File: src/rtl/gpio_pkg.sv
package gpio_pkg;

    typedef enum logic [1:0] {
        MODE_QUASI     = 2'b00,
        MODE_PUSHPULL  = 2'b01,
        MODE_INPUT     = 2'b10,
        MODE_OPENDRAIN = 2'b11
    } pin_mode_e;

    typedef enum logic {
        DRV_IDLE  = 1'b0,
        DRV_BOOST = 1'b1
    } drv_state_e;

    typedef enum logic {
        FLT_STABLE = 1'b0,
        FLT_PEND   = 1'b1
    } flt_state_e;

    localparam logic [1:0] ADDR_PORT  = 2'd0;
    localparam logic [1:0] ADDR_CFG1  = 2'd1;
    localparam logic [1:0] ADDR_CFG2  = 2'd2;
    localparam logic [1:0] ADDR_LATCH = 2'd3;

endpackage

File: src/rtl/gpio_cfg_regs.sv
module gpio_cfg_regs
    import gpio_pkg::*;
#(
    parameter int          W            = 8,
    parameter int          FIXED_IN_BIT = 5,
    parameter logic [W-1:0] OD_ONLY_MASK = 8'h0C
) (
    input  logic         clk,
    input  logic         rst_n,
    input  logic         wr_en,
    input  logic [1:0]   addr,
    input  logic [W-1:0] wdata,
    output logic [W-1:0] latch_q,
    output logic [W-1:0] cfg1_eff,
    output logic [W-1:0] cfg2_eff,
    output logic [W-1:0] latch_rise
);

    logic [W-1:0] cfg1_raw;
    logic [W-1:0] cfg2_raw;
    logic         wr_latch;

    assign wr_latch = wr_en && (addr == ADDR_PORT);

    // Raw storage; effective type is derived below so cfg1/cfg2 may be
    // written in either order.
    always_ff @(posedge clk or negedge rst_n) begin
        if (!rst_n) begin
            latch_q  <= '1;
            cfg1_raw <= '1;
            cfg2_raw <= '0;
        end else if (wr_en) begin
            unique case (addr)
                ADDR_PORT:  latch_q  <= wdata;
                ADDR_CFG1:  cfg1_raw <= wdata;
                ADDR_CFG2:  cfg2_raw <= wdata;
                ADDR_LATCH: ;
            endcase
        end
    end

    // One-cycle flag: latch bit about to go from 0 to 1.
    assign latch_rise = wr_latch ? (wdata & ~latch_q) : '0;

    for (genvar b = 0; b < W; b++) begin : g_map
        if (b == FIXED_IN_BIT) begin : g_fixed
            assign cfg1_eff[b] = 1'b1;
            assign cfg2_eff[b] = 1'b0;
        end else if (OD_ONLY_MASK[b]) begin : g_restricted
            // input-only stays; everything else narrows to open-drain
            assign cfg1_eff[b] = 1'b1;
            assign cfg2_eff[b] = !(cfg1_raw[b] && !cfg2_raw[b]);
        end else begin : g_free
            assign cfg1_eff[b] = cfg1_raw[b];
            assign cfg2_eff[b] = cfg2_raw[b];
        end
    end

endmodule

File: src/rtl/gpio_pin_drv.sv
module gpio_pin_drv
    import gpio_pkg::*;
#(
    parameter int BOOST_LEN = 2
) (
    input  logic      clk,
    input  logic      rst_n,
    input  pin_mode_e mode,
    input  logic      latch,
    input  logic      boost_start,
    output logic      pd_en,
    output logic      pu_strong_en,
    output logic      pu_weak_en
);

    localparam int CW = (BOOST_LEN > 1) ? $clog2(BOOST_LEN) : 1;
    localparam logic [CW-1:0] CNT_LAST = CW'(BOOST_LEN - 1);

    drv_state_e    state_q, state_d;
    logic [CW-1:0] cnt_q, cnt_d;

    always_ff @(posedge clk or negedge rst_n) begin
        if (!rst_n) begin
            state_q <= DRV_IDLE;
            cnt_q   <= '0;
        end else begin
            state_q <= state_d;
            cnt_q   <= cnt_d;
        end
    end

    always_comb begin
        state_d = state_q;
        cnt_d   = cnt_q;
        unique case (state_q)
            DRV_IDLE: begin
                if (boost_start && mode == MODE_QUASI) begin
                    state_d = DRV_BOOST;
                    cnt_d   = '0;
                end
            end
            DRV_BOOST: begin
                if (mode != MODE_QUASI || !latch || cnt_q == CNT_LAST) begin
                    state_d = DRV_IDLE;
                    cnt_d   = '0;
                end else begin
                    cnt_d = cnt_q + 1'b1;
                end
            end
        endcase
    end

    always_comb begin
        pd_en        = 1'b0;
        pu_strong_en = 1'b0;
        pu_weak_en   = 1'b0;
        unique case (mode)
            MODE_QUASI: begin
                pd_en        = !latch;
                pu_weak_en   = latch;
                pu_strong_en = latch && (state_q == DRV_BOOST);
            end
            MODE_PUSHPULL: begin
                pd_en        = !latch;
                pu_strong_en = latch;
            end
            MODE_OPENDRAIN: pd_en = !latch;
            MODE_INPUT: ;
        endcase
    end

endmodule

File: src/rtl/gpio_in_filt.sv
module gpio_in_filt
    import gpio_pkg::*;
#(
    parameter int   SYNC_STAGES = 2,
    parameter int   FILT_LEN    = 3,
    parameter logic RST_LEVEL   = 1'b1
) (
    input  logic clk,
    input  logic rst_n,
    input  logic pad,
    output logic sync_q,
    output logic filt_q
);

    localparam int CW = (FILT_LEN > 1) ? $clog2(FILT_LEN) : 1;
    localparam logic [CW-1:0] CNT_LAST = CW'(FILT_LEN - 1);

    logic [SYNC_STAGES-1:0] sync_sh;
    flt_state_e             state_q, state_d;
    logic [CW-1:0]          cnt_q, cnt_d;
    logic                   filt_d;

    always_ff @(posedge clk or negedge rst_n) begin
        if (!rst_n) sync_sh <= {SYNC_STAGES{RST_LEVEL}};
        else        sync_sh <= {sync_sh[SYNC_STAGES-2:0], pad};
    end

    assign sync_q = sync_sh[SYNC_STAGES-1];

    always_ff @(posedge clk or negedge rst_n) begin
        if (!rst_n) begin
            state_q <= FLT_STABLE;
            cnt_q   <= '0;
            filt_q  <= RST_LEVEL;
        end else begin
            state_q <= state_d;
            cnt_q   <= cnt_d;
            filt_q  <= filt_d;
        end
    end

    always_comb begin
        state_d = state_q;
        cnt_d   = cnt_q;
        filt_d  = filt_q;
        unique case (state_q)
            FLT_STABLE: begin
                if (sync_q != filt_q) begin
                    state_d = FLT_PEND;
                    cnt_d   = CW'(1);
                end
            end
            FLT_PEND: begin
                if (sync_q == filt_q) begin
                    state_d = FLT_STABLE;
                    cnt_d   = '0;
                end else if (cnt_q == CNT_LAST) begin
                    state_d = FLT_STABLE;
                    cnt_d   = '0;
                    filt_d  = sync_q;
                end else begin
                    cnt_d = cnt_q + 1'b1;
                end
            end
        endcase
    end

endmodule

File: src/rtl/gpio_port_ctrl.sv
module gpio_port_ctrl
    import gpio_pkg::*;
#(
    parameter int           W            = 8,
    parameter int           FIXED_IN_BIT = 5,
    parameter logic [W-1:0] OD_ONLY_MASK = 8'h0C,
    parameter int           SYNC_STAGES  = 2,
    parameter int           FILT_LEN     = 3,
    parameter int           BOOST_LEN    = 2
) (
    input  logic         clk,
    input  logic         rst_n,
    input  logic         reg_wr,
    input  logic [1:0]   reg_addr,
    input  logic [W-1:0] reg_wdata,
    output logic [W-1:0] reg_rdata,
    input  logic [W-1:0] pad_in,
    output logic [W-1:0] pad_pd_en,
    output logic [W-1:0] pad_pu_strong_en,
    output logic [W-1:0] pad_pu_weak_en,
    output logic [W-1:0] pin_level
);

    logic [W-1:0] latch_q;
    logic [W-1:0] cfg1_eff;
    logic [W-1:0] cfg2_eff;
    logic [W-1:0] latch_rise;
    logic [W-1:0] sync_vec;
    logic [W-1:0] filt_vec;

    gpio_cfg_regs #(
        .W            (W),
        .FIXED_IN_BIT (FIXED_IN_BIT),
        .OD_ONLY_MASK (OD_ONLY_MASK)
    ) u_regs (
        .clk        (clk),
        .rst_n      (rst_n),
        .wr_en      (reg_wr),
        .addr       (reg_addr),
        .wdata      (reg_wdata),
        .latch_q    (latch_q),
        .cfg1_eff   (cfg1_eff),
        .cfg2_eff   (cfg2_eff),
        .latch_rise (latch_rise)
    );

    for (genvar b = 0; b < W; b++) begin : g_pin
        pin_mode_e mode_b;
        assign mode_b = pin_mode_e'({cfg1_eff[b], cfg2_eff[b]});

        gpio_pin_drv #(
            .BOOST_LEN (BOOST_LEN)
        ) u_drv (
            .clk          (clk),
            .rst_n        (rst_n),
            .mode         (mode_b),
            .latch        (latch_q[b]),
            .boost_start  (latch_rise[b]),
            .pd_en        (pad_pd_en[b]),
            .pu_strong_en (pad_pu_strong_en[b]),
            .pu_weak_en   (pad_pu_weak_en[b])
        );

        gpio_in_filt #(
            .SYNC_STAGES (SYNC_STAGES),
            .FILT_LEN    (FILT_LEN),
            .RST_LEVEL   (1'b1)
        ) u_filt (
            .clk    (clk),
            .rst_n  (rst_n),
            .pad    (pad_in[b]),
            .sync_q (sync_vec[b]),
            .filt_q (filt_vec[b])
        );

        assign pin_level[b] = (mode_b == MODE_QUASI) ? filt_vec[b] : sync_vec[b];
    end

    always_comb begin
        unique case (reg_addr)
            ADDR_PORT:  reg_rdata = pin_level;
            ADDR_CFG1:  reg_rdata = cfg1_eff;
            ADDR_CFG2:  reg_rdata = cfg2_eff;
            ADDR_LATCH: reg_rdata = latch_q;
        endcase
    end

endmodule

File: config.mk
export PLATFORM = sky130hd
export DESIGN_NAME = gpio_port_ctrl
export DESIGN_NICKNAME = d
export VERILOG_FILES = /design/src/rtl/gpio_pkg.sv /design/src/rtl/gpio_cfg_regs.sv /design/src/rtl/gpio_pin_drv.sv /design/src/rtl/gpio_in_filt.sv /design/src/rtl/gpio_port_ctrl.sv
export SDC_FILE = /design/constraint.sdc
export NUM_CORES = 1
export LEC_CHECK = 0
export BUFFER_PORTS_ARGS = -buffer_cell sky130_fd_sc_hd__buf_2
export CORE_MARGIN = 1
export CORE_UTILIZATION = 52
export CTS_CLUSTER_DIAMETER = 40
export DETAILED_ROUTE_END_ITERATION = 8
export PLACE_DENSITY = 0.76
export SLEW_MARGIN = 25
export SYNTH_ARGS = -nofsm -noshare
export SYNTH_HDL_FRONTEND = slang
export SYNTH_HIERARCHICAL = 1
export SYNTH_SLANG_ARGS = --single-unit
File: constraint.sdc
create_clock -name clk -period 1.7 [get_ports clk]
set_input_delay 0.34 -clock clk [delete_from_list [all_inputs] [get_ports clk]]
set_output_delay 0.34 -clock clk [all_outputs]
set_load 0.02 [all_outputs]
After elaboration in Yosys (flattened, before gate mapping)
Index checks and enable logic that the tools add are counted.

word-level totals
  bits of input ports = 21
  flip-flop bits (word level) = 80
  word-level logic and storage cells = 313
  output and inout bits = 40

cells by class
  reductions and logical operators = 68
  bitwise gates (word level) = 23
  equal/unequal tests = 46
  add/subtract/negate cells = 12
  muxes and demuxes = 120

operators by type and width
  kind                                                    count
  two-way mux 1 bit                                       66
  case mux 1 bit (2 select lines)                         24
  two-way mux 2 bit                                       21
  case mux 8 bit (4 select lines)                         1
  equality test 2 bit (second input constant)             14
  case mux 2 bit (2 select lines)                         7
  inequality test 2 x 1 -> 1 bit (second input constant)  12
  inverter 1 bit                                          21
  AND reduction 3 bit                                     7
  logical AND 1 bit                                       17
  zero test 2 bit                                         8
  OR reduction 3 bit                                      5
  adder 2 x 1 -> 2 bit (second input constant)            7
  equality test 2 x 1 -> 1 bit (second input constant)    6
  zero test 1 bit                                         11
  logical OR 1 bit                                        10
  nonzero test 2 bit                                      5
  bitwise AND 8 bit                                       1
  two-way mux 8 bit                                       1
  inverter 8 bit                                          1
  equality test 1 bit                                     7
  inequality test 1 bit                                   7
  AND reduction 2 bit                                     3
  adder 1 bit (second input constant)                     5
  OR reduction 2 bit                                      2

Longest topological paths before layout
  depth in word-level cells = 7
  depth in mapped cells = 5
  mapped depth without buffers = 4

Hierarchy
Netlist, hierarchy kept.

by module, submodules not included
  module          sequential area each (sq um)  instances  area each (sq um)  cells each
  gpio_in_filt    153.9                         8          231.5              16
  gpio_cfg_regs   569.3                         1          1103.6             75
  gpio_pin_drv    50.0                          8          120.1              14
  gpio_port_ctrl  0.0                           1          340.3              26

Worst setup path after synthesis
OpenSTA, ideal clock, no wires.

  path type = register to output
  start = reg u_regs.cfg1_raw[4]
  end = out reg_rdata[4]
  setup slack = -180 ps
  stages on the path, launching flop included = 5
  data arrival time = 1540 ps
  path buffers = 1
  data required time = 1360 ps
  cell sequence = dfstp_2 buf_4 nor2_1 mux2_4 mux4_2

on the way
  word-level cells in the longest chain between the ends = 3

ends and longest elaborated chain
  element                          RTL line              RTL
  start, declared                  gpio_cfg_regs.sv:19   logic [W-1:0] cfg1_raw;
  start signal, assigned           gpio_cfg_regs.sv:35   ADDR_CFG1: cfg1_raw <= wdata;
  zero test 2 bit                  gpio_port_ctrl.sv:76  assign pin_level[b] = (mode_b == MODE_QUASI) ? filt_vec[b] : sync_vec[b];
  two-way mux 1 bit                gpio_port_ctrl.sv:76
  via pin_level[4]                 gpio_port_ctrl.sv:21  output logic [W-1:0] pin_level
  case mux 8 bit (4 select lines)  gpio_port_ctrl.sv:80  unique case (reg_addr)
  end, declared                    gpio_port_ctrl.sv:16  output logic [W-1:0] reg_rdata,

The timed path passes the listed nets, and every way through them passes these cells.

Final worst setup path
  start = reg u_regs.cfg1_raw[0]
  end = out reg_rdata[0]

on the way
  word-level cells in the longest chain between the ends = 3

ends and longest elaborated chain
  element                            RTL line
  zero test 2 bit                    gpio_port_ctrl.sv:76
  two-way mux 1 bit                  gpio_port_ctrl.sv:76
  case mux 8 bit (4 select lines) *  gpio_port_ctrl.sv:80

Mark *: on every way between the ends. The rest lies on a longest branch, timed or not.

==> reports/results.ini <==
[place]
dp_cells=508
dp.final_hpwl_mm=5.88
port_buffers=53
gp_congestion=0.712

[synth]
syn_avg_cell_area_sq_um=12.5
syn_inst=341
synth-edff-count=0
synth_area_sq_mm=0.00426
yosysWarnings=6
yosys_most_used_dff=dfrtp_1
synth-seq-area-share_pct=51.7
synth_cell_types=25
synth-seq-cells=86
async_reset_ff_share_pct=100

[clock_network]
clockBufferDepth=2
clkSinkCount=86
clock-root-buffer=clkbuf_8
cts_tree=built
path_clk_slew_ns=0.08
cts.htree.levels=3
clock_latency_ns=0.35
numCtsBuffers=9

[route]
ant_nets=0
dr.pass1.iters=5
wl_mm=8.30
num_vias=2889
drtIter0Drc=81
viasPerCell=5.37
wire_per_inst_microns=15.4
drc=0

[layout]
mostFrequentLayoutCell=dfrtp_1
area_growth_pct=24.0
fill_cells=582
nets=452
diodes=0
layout-drive-gt1-share_pct=50.0
stdcell_count=538
final_cell_mix=dfrtp_1, dfstp_2, buf_4

[worst_setup_path]
endpoint_kind=output port
cpMaxStageDelayCell=dfstp_2
crit_chain=nor2_2, mux2_4, mux4_2, buf_6
slowest_delay_ns=0.56
crit_required_ns=1.36
r2r-end=g_pin[6].u_drv/cnt_q
reg2reg_slack_ns=0.54
cp_max_fo=2
critPathLaunchType=flop
reg2regPathDepth=5
arrival_ns=1.86
critPathKind=reg2out
reg2reg_from=u_regs/cfg1_raw[6]

[outcome]
status=complete, but fails checks
violations=negative setup slack

[worst_hold_path]
min_to=g_pin[2].u_filt/sync_sh[0]
holdPathStages=1
min_path_type=in2reg
min_from=pad_in[2]

[global_route]
grt_overflow=0
grt_max_degree=43
grt.total_usage_pct=20.7
grt_pass1_vias=2841
antenna_found_initial=0
grt_pass1_wl_mm=13.5

[run]
maxCapViolCount=0

[pwr]
vdd_drop_max_v=0.000707
power_density_mw_per_mm2=1340
leakage_nw=2.31
fin_total_pwr_mw=7.06

[die]
die_h_microns=92.5
io_pins=61
fp-row-count=32
coreArea_sq_mm=0.00781
start_util_pct=54.5
die-area_sq_mm=0.00855
die_w_microns=92.5

[sta]
rsz0062_at_grt=true
hold_violations=0
fin_ws_ns=-0.502
finalSetupViolCount=15
finalMaxSlewViolations=0
fin_crit_sh_pct=130
skew_ns=0.00743
fin_crit_ns=2.20
fin_tns_setup_ns=-3.69
fmax_mhz=454

==> kinds of logic after synthesis <==
kind of cell / share of synthesized area, %
flip-flops: 51.7
multiplexers: 17.6
other: 0.176
AO/OA/AOI/OAI: 7.53
XOR/XNOR: 1.65
AND/OR/NAND/NOR: 17.0
buffers and inverters: 4.38
==> cells in the mapped netlist (14+ instances only) <==
library cell / n / area share (%)
nor2_1: 32 / 2.8
inv_1: 16 / 1.4
nand2b_1: 34 / 5.0
dfrtp_1: 47 / 28
a21oi_1: 16 / 1.9
mux2_2: 22 / 5.8
nand3b_1: 24 / 4.2
dfstp_2: 39 / 24
mux2_4: 16 / 5.6
buf_4: 14 / 2.5
==> metrics by stage <==
step / hold slack, ns / worst slack [ns] / area, sq um / util, %
6_report: 0.0885 / -0.502 / 5280 / 67.6
5_1_grt: 0.0657 / -0.539 / 5280 / 67.6
4_1_cts: 0.0695 / -0.506 / 5150 / 65.9
3_5_place_dp: 0.236 / -0.125 / 4790 / 61.3
3_3_place_gp: 0.234 / -0.105 / 4790 / 61.3
2_1_floorplan: 0.0444 / -0.158 / 4310 / -
==> metal layers <==
| metal | GRT usage, % | vias up | routed length [microns] |
|---|---|---|---|
| met5 | 0 | - | 0 |
| met4 | 8.20 | 0 | 112 |
| met3 | 3.28 | 10 | 253 |
| met2 | 35.9 | 48 | 4250 |
| met1 | 25.8 | 1448 | 3680 |
| li1 | - | 1383 | - |
==> timing repair <==
action	in CTS	in global routing
buffers inserted	6	7
resized for setup	32	20
hold endpoints to repair	10	0
setup endpoints to repair	24	27
hold buffers	1	0
==> power by group <==
group	switching (mW)	leakage, nW	internal (mW)
Sequential	0.533	1.00	2.70
Combinational	1.07	1.21	1.33
Clock	0.674	0.106	0.753
==> state kept, by name, summed over array words and instances, names as in the netlist, 8 cells and up <==
| signal | cells |
|---|---|
| g_pin.u_filt/cnt_q | 16 |
| g_pin.u_filt/sync_sh | 16 |
| g_pin.u_drv/cnt_q | 8 |
| g_pin.u_drv/state_q | 8 |
| g_pin.u_filt/filt_q | 8 |
| g_pin.u_filt/state_q | 8 |
| u_regs/latch_q | 8 |
==> how the worst max path moves through the flow <==
stage	from	endpoint	cells past startpoint
CTS	u_regs/cfg1_raw[7]	reg_rdata[7]	4
global placement	u_regs/cfg1_raw[6]	reg_rdata[6]	4
finish	u_regs/cfg1_raw[0]	reg_rdata[0]	4
global route	u_regs/cfg1_raw[7]	reg_rdata[7]	4
detailed placement	u_regs/cfg1_raw[7]	reg_rdata[7]	4
floorplan	u_regs/cfg1_raw[4]	reg_rdata[4]	4
==> final cells by class <==
class / instances / area (sq um) / share of cell area (%)
inverters: 16 / 62.6 / 1.19
clock buffers: 12 / 155 / 2.94
repair buffers: 94 / 734 / 13.9
flip-flops and latches: 86 / 2200 / 41.7
well taps: 102 / 128 / 2.42
multi-input cells: 224 / 1950 / 37.0
clock inverters: 4 / 45.0 / 0.854
==> worst max-delay path: cells and delay by family (launching register included) <==
kind / cells / cell delay (ns)
buffers and inverters: 1 / 0.15
flip-flops: 1 / 0.56
multiplexers: 2 / 0.77
AND/OR/NAND/NOR: 1 / 0.04
Note: power is estimated with default switching activity, not from simulation.
